<file path="src/rtl/rxb_pkg.sv">
package rxb_pkg;
  localparam int FLAG_W = 3;
  // flag vector order: [2] break, [1] parity, [0] framing
  typedef logic [FLAG_W-1:0] rxb_flags_t;
endpackage

</file>
<file path="src/rtl/rxb_store.sv">
module rxb_store #(
  parameter int DEPTH  = 256,
  parameter int WIDTH  = 11,
  localparam int AW    = $clog2(DEPTH)
) (
  input  logic             clk,
  input  logic             wr_en,
  input  logic [AW-1:0]    wr_addr,
  input  logic [WIDTH-1:0] wr_data,
  input  logic [AW-1:0]    rd_addr,
  output logic [WIDTH-1:0] rd_data
);
  logic [WIDTH-1:0] mem_q [DEPTH];

  always_ff @(posedge clk) begin
    if (wr_en) mem_q[wr_addr] <= wr_data;
  end

  assign rd_data = mem_q[rd_addr];
endmodule

</file>
<file path="src/rtl/rxb_level.sv">
module rxb_level #(
  parameter int DEEP    = 256,
  parameter int SHALLOW = 8,
  localparam int CW     = $clog2(DEEP + 1)
) (
  input  logic          deep,
  input  logic [1:0]    code,
  input  logic [CW-1:0] count,
  output logic          hit
);
  localparam logic [CW-1:0] S1 = CW'(SHALLOW * 3 / 8);
  localparam logic [CW-1:0] S2 = CW'(SHALLOW * 3 / 4);
  localparam logic [CW-1:0] S3 = CW'(SHALLOW);
  localparam logic [CW-1:0] D1 = CW'(DEEP / 2);
  localparam logic [CW-1:0] D2 = CW'(DEEP * 3 / 4);
  localparam logic [CW-1:0] D3 = CW'(DEEP);

  logic [CW-1:0] thr;

  always_comb begin
    unique case (code)
      2'd0:    thr = CW'(1);
      2'd1:    thr = deep ? D1 : S1;
      2'd2:    thr = deep ? D2 : S2;
      default: thr = deep ? D3 : S3;
    endcase
  end

  assign hit = (count >= thr);
endmodule

</file>
<file path="src/rtl/rxb_wdog.sv">
module rxb_wdog #(
  parameter int WINDOW = 64,
  localparam int WCW   = $clog2(WINDOW)
) (
  input  logic clk,
  input  logic rst_n,
  input  logic en,
  input  logic armed,
  input  logic tick,
  input  logic kick,
  input  logic clr,
  output logic fire
);
  logic [WCW-1:0] cnt_q, cnt_d;
  logic           fire_q, fire_d;

  always_comb begin
    cnt_d  = cnt_q;
    fire_d = fire_q;
    if (!en) begin
      cnt_d  = '0;
      fire_d = 1'b0;
    end else if (kick) begin
      cnt_d = '0;
      if (clr) fire_d = 1'b0;
    end else if (armed && tick && !fire_q) begin
      if (cnt_q == WCW'(WINDOW - 1)) begin
        cnt_d  = '0;
        fire_d = 1'b1;
      end else begin
        cnt_d = cnt_q + WCW'(1);
      end
    end
  end

  always_ff @(posedge clk or negedge rst_n) begin
    if (!rst_n) begin
      cnt_q  <= '0;
      fire_q <= 1'b0;
    end else begin
      cnt_q  <= cnt_d;
      fire_q <= fire_d;
    end
  end

  assign fire = fire_q;
endmodule

</file>
<file path="src/rtl/uart_rx_buffer.sv">
module uart_rx_buffer #(
  parameter int DATA_W  = 8,
  parameter int DEEP    = 256,
  parameter int SHALLOW = 8,
  parameter int WDOG_BT = 64,
  localparam int AW     = $clog2(DEEP),
  localparam int CW     = $clog2(DEEP + 1),
  localparam int EW     = DATA_W + rxb_pkg::FLAG_W
) (
  input  logic              clk,
  input  logic              rst_n,
  input  logic              cfg_deep,
  input  logic [1:0]        cfg_lvl,
  input  logic              cfg_wdog_en,
  input  logic              cfg_rts_en,
  input  logic              cfg_blk_err,
  input  logic              rx_valid,
  input  logic [DATA_W-1:0] rx_data,
  input  logic [2:0]        rx_flags,
  input  logic              rx_start,
  input  logic              bit_tick,
  input  logic              pop,
  input  logic              err_clr,
  output logic [DATA_W-1:0] rd_data,
  output logic [2:0]        err_st,
  output logic [CW-1:0]     fill,
  output logic              irq,
  output logic              ovr_flag,
  output logic              rts_n
);
  import rxb_pkg::*;

  // reset: asserted asynchronously, released on the clock
  logic [1:0] rsync_q;
  logic       rst_i;
  always_ff @(posedge clk or negedge rst_n) begin
    if (!rst_n) rsync_q <= 2'b00;
    else        rsync_q <= {rsync_q[0], 1'b1};
  end
  assign rst_i = rsync_q[1];

  logic [AW-1:0] wp_q, wp_d, rp_q, rp_d;
  logic [CW-1:0] cnt_q, cnt_d, cap;
  logic          empty, full, full_d, pop_ok, push_ok, lost, arrive;
  logic          ovr_q, ovr_d, hold_q, hold_d, hnew_q, hnew_d;
  rxb_flags_t    acc_q, acc_d, head_fl;
  logic [EW-1:0] head_ent;
  logic          lvl_hit, wd_fire;

  function automatic logic [AW-1:0] wrap_inc(input logic [AW-1:0] p,
                                             input logic [CW-1:0] c);
    return (CW'(p) == c - CW'(1)) ? '0 : p + AW'(1);
  endfunction

  always_comb begin
    cap     = cfg_deep ? CW'(DEEP) : CW'(SHALLOW);
    empty   = (cnt_q == '0);
    full    = (cnt_q == cap);
    pop_ok  = pop && !empty;
    push_ok = rx_valid && (!full || pop_ok);
    lost    = rx_valid && full && !pop_ok;
    cnt_d   = cnt_q + CW'(push_ok) - CW'(pop_ok);
    full_d  = (cnt_d == cap);
    wp_d    = push_ok ? wrap_inc(wp_q, cap) : wp_q;
    rp_d    = pop_ok  ? wrap_inc(rp_q, cap) : rp_q;
    // a new entry becomes the head when the store was empty or the head left
    arrive  = (cnt_d != '0) && (pop_ok || empty);
    hnew_d  = arrive;
    head_fl = empty ? '0 : head_ent[EW-1 -: FLAG_W];
    acc_d   = err_clr ? '0 : (acc_q | (hnew_q ? head_fl : '0));
    ovr_d   = (ovr_q && !err_clr) || lost;
    hold_d  = cfg_rts_en && full_d && (hold_q || (rx_start && full));
  end

  always_ff @(posedge clk or negedge rst_i) begin
    if (!rst_i) begin
      wp_q   <= '0;
      rp_q   <= '0;
      cnt_q  <= '0;
      ovr_q  <= 1'b0;
      hold_q <= 1'b0;
      hnew_q <= 1'b0;
      acc_q  <= '0;
    end else begin
      wp_q   <= wp_d;
      rp_q   <= rp_d;
      cnt_q  <= cnt_d;
      ovr_q  <= ovr_d;
      hold_q <= hold_d;
      hnew_q <= hnew_d;
      acc_q  <= acc_d;
    end
  end

  rxb_store #(.DEPTH(DEEP), .WIDTH(EW)) u_store (
    .clk     (clk),
    .wr_en   (push_ok),
    .wr_addr (wp_q),
    .wr_data ({rx_flags, rx_data}),
    .rd_addr (rp_q),
    .rd_data (head_ent)
  );

  rxb_level #(.DEEP(DEEP), .SHALLOW(SHALLOW)) u_level (
    .deep  (cfg_deep),
    .code  (cfg_lvl),
    .count (cnt_q),
    .hit   (lvl_hit)
  );

  rxb_wdog #(.WINDOW(WDOG_BT)) u_wdog (
    .clk   (clk),
    .rst_n (rst_i),
    .en    (cfg_wdog_en),
    .armed (!empty),
    .tick  (bit_tick),
    .kick  (push_ok || pop_ok),
    .clr   (pop_ok),
    .fire  (wd_fire)
  );

  assign rd_data  = head_ent[DATA_W-1:0];
  assign err_st   = cfg_blk_err ? (acc_q | (hnew_q ? head_fl : '0)) : head_fl;
  assign fill     = cnt_q;
  assign irq      = lvl_hit || wd_fire;
  assign ovr_flag = ovr_q;
  assign rts_n    = hold_q;
endmodule

</file>
<file path="config.mk">
export PLATFORM = sky130hd
export DESIGN_NAME = uart_rx_buffer
export DESIGN_NICKNAME = d
export VERILOG_FILES = /design/src/rtl/rxb_pkg.sv /design/src/rtl/rxb_store.sv /design/src/rtl/rxb_level.sv /design/src/rtl/rxb_wdog.sv /design/src/rtl/uart_rx_buffer.sv
export SDC_FILE = /design/constraint.sdc
export NUM_CORES = 2
export LEC_CHECK = 0
export BUFFER_PORTS_ARGS = -buffer_cell sky130_fd_sc_hd__buf_4
export CAP_MARGIN = 20
export CORE_MARGIN = 4
export CORE_UTILIZATION = 31
export CTS_CLUSTER_SIZE = 12
export DETAILED_ROUTE_END_ITERATION = 12
export PLACE_DENSITY = 0.44
export SYNTH_ARGS = -nofsm -noshare
export SYNTH_HDL_FRONTEND = slang
export SYNTH_SLANG_ARGS = --single-unit
</file>
<file path="constraint.sdc">
create_clock -name clk -period 3.8 [get_ports clk]
set_input_delay 0.57 -clock clk [delete_from_list [all_inputs] [get_ports clk]]
set_output_delay 0.57 -clock clk [all_outputs]
set_load 0.01 [all_outputs]
</file>
# Word-level counts from Yosys, hierarchy flattened
# Memories as Yosys holds them, arrays and structs flattened.
# Cells that the tools add are included.
op_classes:
  n_addsub: 6
  n_mul: 0
  div_mod_pow: 0
  magnitude_cmp: 1
  eq_ne: 10
  shifts: 0
  mux: 21
  bitwise: 1
  n_reduce_logical: 26
ops:
  columns: ["operator", "n"]
  rows:
  - ["$mux 8", 4]
  - ["$pmux 9 s3", 1]
  - ["$mux 6", 4]
  - ["$eq 8x9->1", 2]
  - ["$eq 9x9->1", 2]
  - ["$add 8x1->8 const B", 2]
  - ["$mux 3", 4]
  - ["$logic_and 1x1->1", 11]
  - ["$add 9x1->9", 1]
  - ["$ge 9x9->1", 1]
  - ["$logic_not 9->1", 1]
  - ["$mux 9", 1]
  - ["$reduce_bool 9->1", 1]
  - ["$sub 9x1->9", 1]
  - ["$sub 9x1->9 const B", 1]
  - ["$mux 1", 7]
  - ["$add 6x1->6 const B", 1]
  - ["$eq 6x6->1 const B", 1]
  - ["$logic_or 1x1->1", 6]
  - ["$ne 3x1->1 const B", 2]
  - ["$logic_not 1->1", 5]
  - ["$ne 3x3->1 const B", 1]
  - ["$or 3x3->3", 1]
  - ["$reduce_and 3->1", 1]
  - ["other kinds (3)", 3]
totals:
  ff_bits: 40
  latchBits: 0
  ram_bits: 2816
  mem_bits_ro: 0
  input_bits: 24
  output_inout_bits: 23
  wordCells: 76
  memories: 1
memory_table:
  columns: ["memory", "depth", "word_bits", "rd", "rd_ports_with_merged_regs", "write_ports", "line_no", "rtl"]
  rows:
  - ["u_store.mem_q", 256, 11, 1, 0, 1, "rxb_store.sv:13", "logic [WIDTH-1:0] mem_q [DEPTH];"]

# Longest topological paths before layout
depth:
  ltp_word: 10
  depth_mapped: 22
  depth_no_buf: 20

# Hierarchy
# From an unflattened synthesis, not the netlist that was laid out.
unflattened:
  hier_cells: 5245
  area_unflattened_um2: 111022.7
modules_own_cells:
  columns: ["mod", "instances", "cells_each", "area_each_um2", "seq_area_each_um2"]
  rows:
  - ["rxb_store", 1, 4988, 108492.8, 84561.1]
  - ["uart_rx_buffer", 1, 194, 1930.6, 825.8]
  - ["rxb_wdog", 1, 37, 380.4, 175.2]
  - ["rxb_level", 1, 26, 219.0, 0.0]

# Worst setup path before layout
# Ideal clock, no wire load.
synth_path:
  path_type: "register -> register"
  start: "register cnt_q[4] (netlist: fill[4])"
  end: "register hold_q (netlist: rts_n)"
  setup_ns: 0.125
  arrival_ns: 4.374
  required_ns: 3.675
  path_slack_ns: -0.700
  stages_incl_launch_ff: 22
  n_path_buf: 2
  synth_period_minus_slack_ns: 4.500
  path_cell_list: "dfrtp_1 inv_1 ha_1 nand4bb_1 or3b_2 nand2_1 nand2_1 and2_1 clkbuf_1 clkbuf_1 inv_1 ha_1 ha_1 inv_1 fa_1 nand2b_1 a21oi_1 o21a_1 nor2_1 or4_1 or4_1 a2111oi_0"
synth_between:
  elab_chain_len: 10
  elab_cells_between_ends: 14
  cone_classes: "2 x add/sub; 2 x eq/ne; 10 x reduce/logical"
synth_lines:
  columns: ["element", "line_no", "rtl"]
  rows:
  - ["start, declared", "uart_rx_buffer.sv:43", "logic [CW-1:0] cnt_q, cnt_d, cap;"]
  - ["start signal, assigned", "uart_rx_buffer.sv:87", "cnt_q <= cnt_d;"]
  - ["$logic_not 9->1", "uart_rx_buffer.sv:57", "empty = (cnt_q == '0);"]
  - ["$logic_not 1->1", "uart_rx_buffer.sv:59", "pop_ok = pop && !empty;"]
  - ["$logic_and 1x1->1", "uart_rx_buffer.sv:59", null]
  - ["$logic_or 1x1->1", "uart_rx_buffer.sv:60", "push_ok = rx_valid && (!full || pop_ok);"]
  - ["$logic_and 1x1->1", "uart_rx_buffer.sv:60", null]
  - ["$add 9x1->9", "uart_rx_buffer.sv:62", "cnt_d = cnt_q + CW'(push_ok) - CW'(pop_ok);"]
  - ["$sub 9x1->9 *", "uart_rx_buffer.sv:62", null]
  - ["via cnt_d[4]", "uart_rx_buffer.sv:43", null]
  - ["$eq 9x9->1 *", "uart_rx_buffer.sv:63", "full_d = (cnt_d == cap);"]
  - ["$logic_and 1x1->1 * (2 in a row)", "uart_rx_buffer.sv:72", "hold_d = cfg_rts_en && full_d && (hold_q || (rx_start && full));"]
  - ["via hold_d", "uart_rx_buffer.sv:45", "logic ovr_q, ovr_d, hold_q, hold_d, hnew_q, hnew_d;"]
  - ["end signal, assigned", "uart_rx_buffer.sv:89", "hold_q <= hold_d;"]
  - ["end, declared", "uart_rx_buffer.sv:45", null]
# The timed path passes the listed nets; every way through them passes the cells marked *.
# A chain may end at the register's enable or synchronous reset.

# Final worst setup path
layout_path:
  start: "register rp_q[0]"
  end: "output port err_st[1]"
layout_between:
  elab_chain_len: 5
layout_lines:
  columns: ["element", "line_no", "rtl"]
  rows:
  - ["start, declared", "uart_rx_buffer.sv:42", "logic [AW-1:0] wp_q, wp_d, rp_q, rp_d;"]
  - ["start signal, assigned", "uart_rx_buffer.sv:86", "rp_q <= rp_d;"]
  - ["$mem_v2 256x11 *", null, null]
  - ["$mux 3 *", "uart_rx_buffer.sv:69", "head_fl = empty ? '0 : head_ent[EW-1 -: FLAG_W];"]
  - ["$mux 3", "uart_rx_buffer.sv:123", "assign err_st = cfg_blk_err ? (acc_q | (hnew_q ? head_fl : '0)) : head_fl;"]
  - ["$or 3x3->3", "uart_rx_buffer.sv:123", null]
  - ["$mux 3 *", "uart_rx_buffer.sv:123", null]
  - ["end, declared", "uart_rx_buffer.sv:25", "output logic [2:0] err_st,"]
# Mark *: on every way between the ends. The rest lies on a longest branch, timed or not.

==> metrics.cfg <==
[outcome]
status=finished, violations left
violations=setup timing

[synth]
yosys.area.top_type=edfxtp_1
synthMostInstantiatedCell=edfxtp_1
ys.flop_type=edfxtp_1
yosys_warnings=0
synth_top_area_share=0.760
syn-mean-instance-area_um2=22.5
synth_fp_nets=5002
post_synth_instance_area_um2=111000
ys_seq_area_frac=0.769
ys_async_sr_fraction=0.0140
synth.area.top_cells=edfxtp_1, mux4_2, mux2i_1
synth_cell_types=78
synth_seq_cells=2856
synthCells=4952
synth_edf_count=2816
synthTopCellsByCount=edfxtp_1, mux4_2, nor2_1

[power]
p_sw_mw=28.8
power.share.clock=0.321
power_frac_seq=0.373
swShare=0.305
combPwrFrac=0.307
totalPowerFinal_mw=94.7
p_leak_nw=43.8
p_int_mw=65.8
peakVddDrop_mv=0.351
cellPowerDensity_nw_per_um2=694

[die]
core.rowCount=219
die_area_um2=369000
initial_core_util=0.312
die-height_um=607
core_um2=357000
die_w_um=607
io_pins=47

[worst_setup_path]
cp-end-kind=primary output
timing.rr.start=fill[6]
slowest_stage=mux4_2
reg2reg_slack_ns=-0.15
reg2reg_to=hnew_q
reg2reg_depth=19
max_stage_delay_ns=0.49
criticalPathCategory=flip-flop to primary output
cp-startpoint=rp_q[0]
crit_top_cell=buf_16
crit_end=err_st[1]
cp_data_required_time_ns=3.23
cp.arrival_ns=4.19
crit_fanout=9
cp-start-kind=flip-flop
crit_chain=buf_8 -> buf_16 -> buf_16 -> buf_4 -> mux4_2 -> a22oi_1 -> nor2_1 -> a311oi_4 -> o32ai_4 -> buf_12 -> a22o_1 -> buf_6

[grt]
first_global_vias=56500
met1_usage=0.250
met2_usage=0.281
grt_max_degree=130
grt_antenna_before_repair=21
grt_pass1_wl_um=458000
top_usage_layer=met2
gr-usage-met3=0.0248
grt_usage=0.173
grt_overflow=0

[sta]
max_slew.worst_pin.slew_ns=1.25
setup_ws_ns=-0.955
max_freq_mhz=210
setup_viol=13
report.final.slew_viol_count=0
final.period_utilization=1.25
whs_ns=0.105
maxSlewHeadroom=0.165
finalClockSkew_ns=0.0471
rsz0062_at_grt=yes
hold_viol_final=0
fin_crit_ns=4.76

[routing]
viasPerCell=5.05
drc_errors=0
first_pass_iters=5
wire_per_inst_um=30.0
drt-total-wl_um=329000
detail-route-antenna-nets=0
vias=55300
initialDrtViolationCount=5716

[placement]
io_buffer_count=46
place.gp.congestion=0.807
dp.cells=10200
dp_hpwl_um=210000
placed_area_um2=123000

[cts]
numCtsBuffers=325
clkLatencyLatePin_ns=0.91
clkTransAtPathRegs_ns=0.06
clock_sink_count=2856
ctsRootBufferMaster=clkbuf_16
clockBufferDepth=4
cts_tree=done
cts-htree-levels=5

[finish]
nets=5989
drive_gt1_frac=0.377
fin_util=0.383
final_cell_count_no_fill=11000
fin_area_um2=137000
syn_to_final_growth_pct=22.6

[worst_hold_path]
hold_class=flip-flop to async pin

[job]
maxCapViolations=0

[cell families after synthesis]
family	share of synthesized area
simple gates	0.0196
flops	0.769
fa+ha+maj	0.00299
other cells	0.0000337
mux	0.169
xor+xnor	0.00126
compound gates	0.0202
buf+inv	0.0179
[power by group through the flow]
stage	clock network [mW]	logic [mW]	registers (mW)
after floorplan	0	13.2	35.9
after global placement	0	26.5	36.0
after detailed placement	0	26.5	36.0
after CTS	31.2	28.5	35.3
after global routing	32.5	30.3	35.3
final	30.3	29.0	35.3
[layout make-up]
type,count,area (µm²)
Fill cell,32300,220000
Sequential cell,2856,85600
Multi-Input combinational cell,1786,24900
Timing Repair Buffer,942,9770
Clock buffer,411,8690
Tap cell,4751,5940
Clock inverter,172,1540
Inverter,28,123
Antenna cell,6,15.0
[how the worst min path moves through the flow]
stage	depth (start not counted)	slack [ns]	endpoint
floorplan	0	0.27	rsync_q[0]
global placement	0	0.34	rsync_q[1]
detailed placement	0	0.34	rsync_q[1]
CTS	1	0.07	u_store.mem_q[38][3]
global route	1	0.1	u_store.mem_q[124][3]
finish	0	0.10	acc_q[0]
[stage by stage]
stage	worst slack, ns	TNS [ns]
2_1_floorplan	-0.428	-0.803
3_3_place_gp	-0.442	-3.83
3_5_place_dp	-0.482	-3.91
4_1_cts	-1.08	-11.58
5_1_grt	-1.06	-11.59
6_report	-0.955	-10.05
[state kept, by name (all words and copies together) (netlist names)]
signal	cells
u_wdog.cnt_q	6
u_wdog.fire	1
fill	9
wp_q	8
rts_n	1
acc_q	3
rsync_q	2
hnew_q	1
u_store.mem_q	2816
ovr_flag	1
rp_q	8
[cells in the final DEF, fill, tap and decap left out, types with 29 or more instances in the layout]
cell type / Yosys / final
a22oi_2: 0 / 31
nand2_1: 73 / 67
buf_16: 0 / 29
clkbuf_1: 92 / 72
nor2_1: 295 / 291
dfrtp_1: 40 / 34
mux4_2: 756 / 758
mux2i_1: 156 / 142
clkinv_1: 1 / 74
edfxtp_1: 2816 / 2816
a22oi_1: 82 / 51
buf_12: 7 / 124
clkinv_2: 0 / 53
clkbuf_16: 0 / 341
buf_4: 25 / 696
a21oi_1: 51 / 35
buf_6: 56 / 54
[worst max-delay path, delay by kind of cell (launching register included)]
kind	cells	cell delay, ns
flops	1	0.44
simple gates	1	0.14
compound gates	4	1.23
mux	1	0.49
buf+inv	6	0.93
[layer usage]
layer | routed length [µm] | vias up
met5 | 13 | -
met4 | 6780 | 2
met3 | 17900 | 377
met2 | 158000 | 1538
met1 | 147000 | 30400
li1 | - | 23000
[what timing repair did]
| item | in CTS | in global routing |
|---|---|---|
| hold buffers | 9 | 0 |
| pin swaps | 25 | 53 |
| cloned | 13 | 9 |
| hold endpoints to repair | 23 | 0 |
| buffers inserted | 64 | 57 |
| setup endpoints to repair | 13 | 14 |
| gates resized for setup | 190 | 115 |
(Power assumes the default switching activity.)
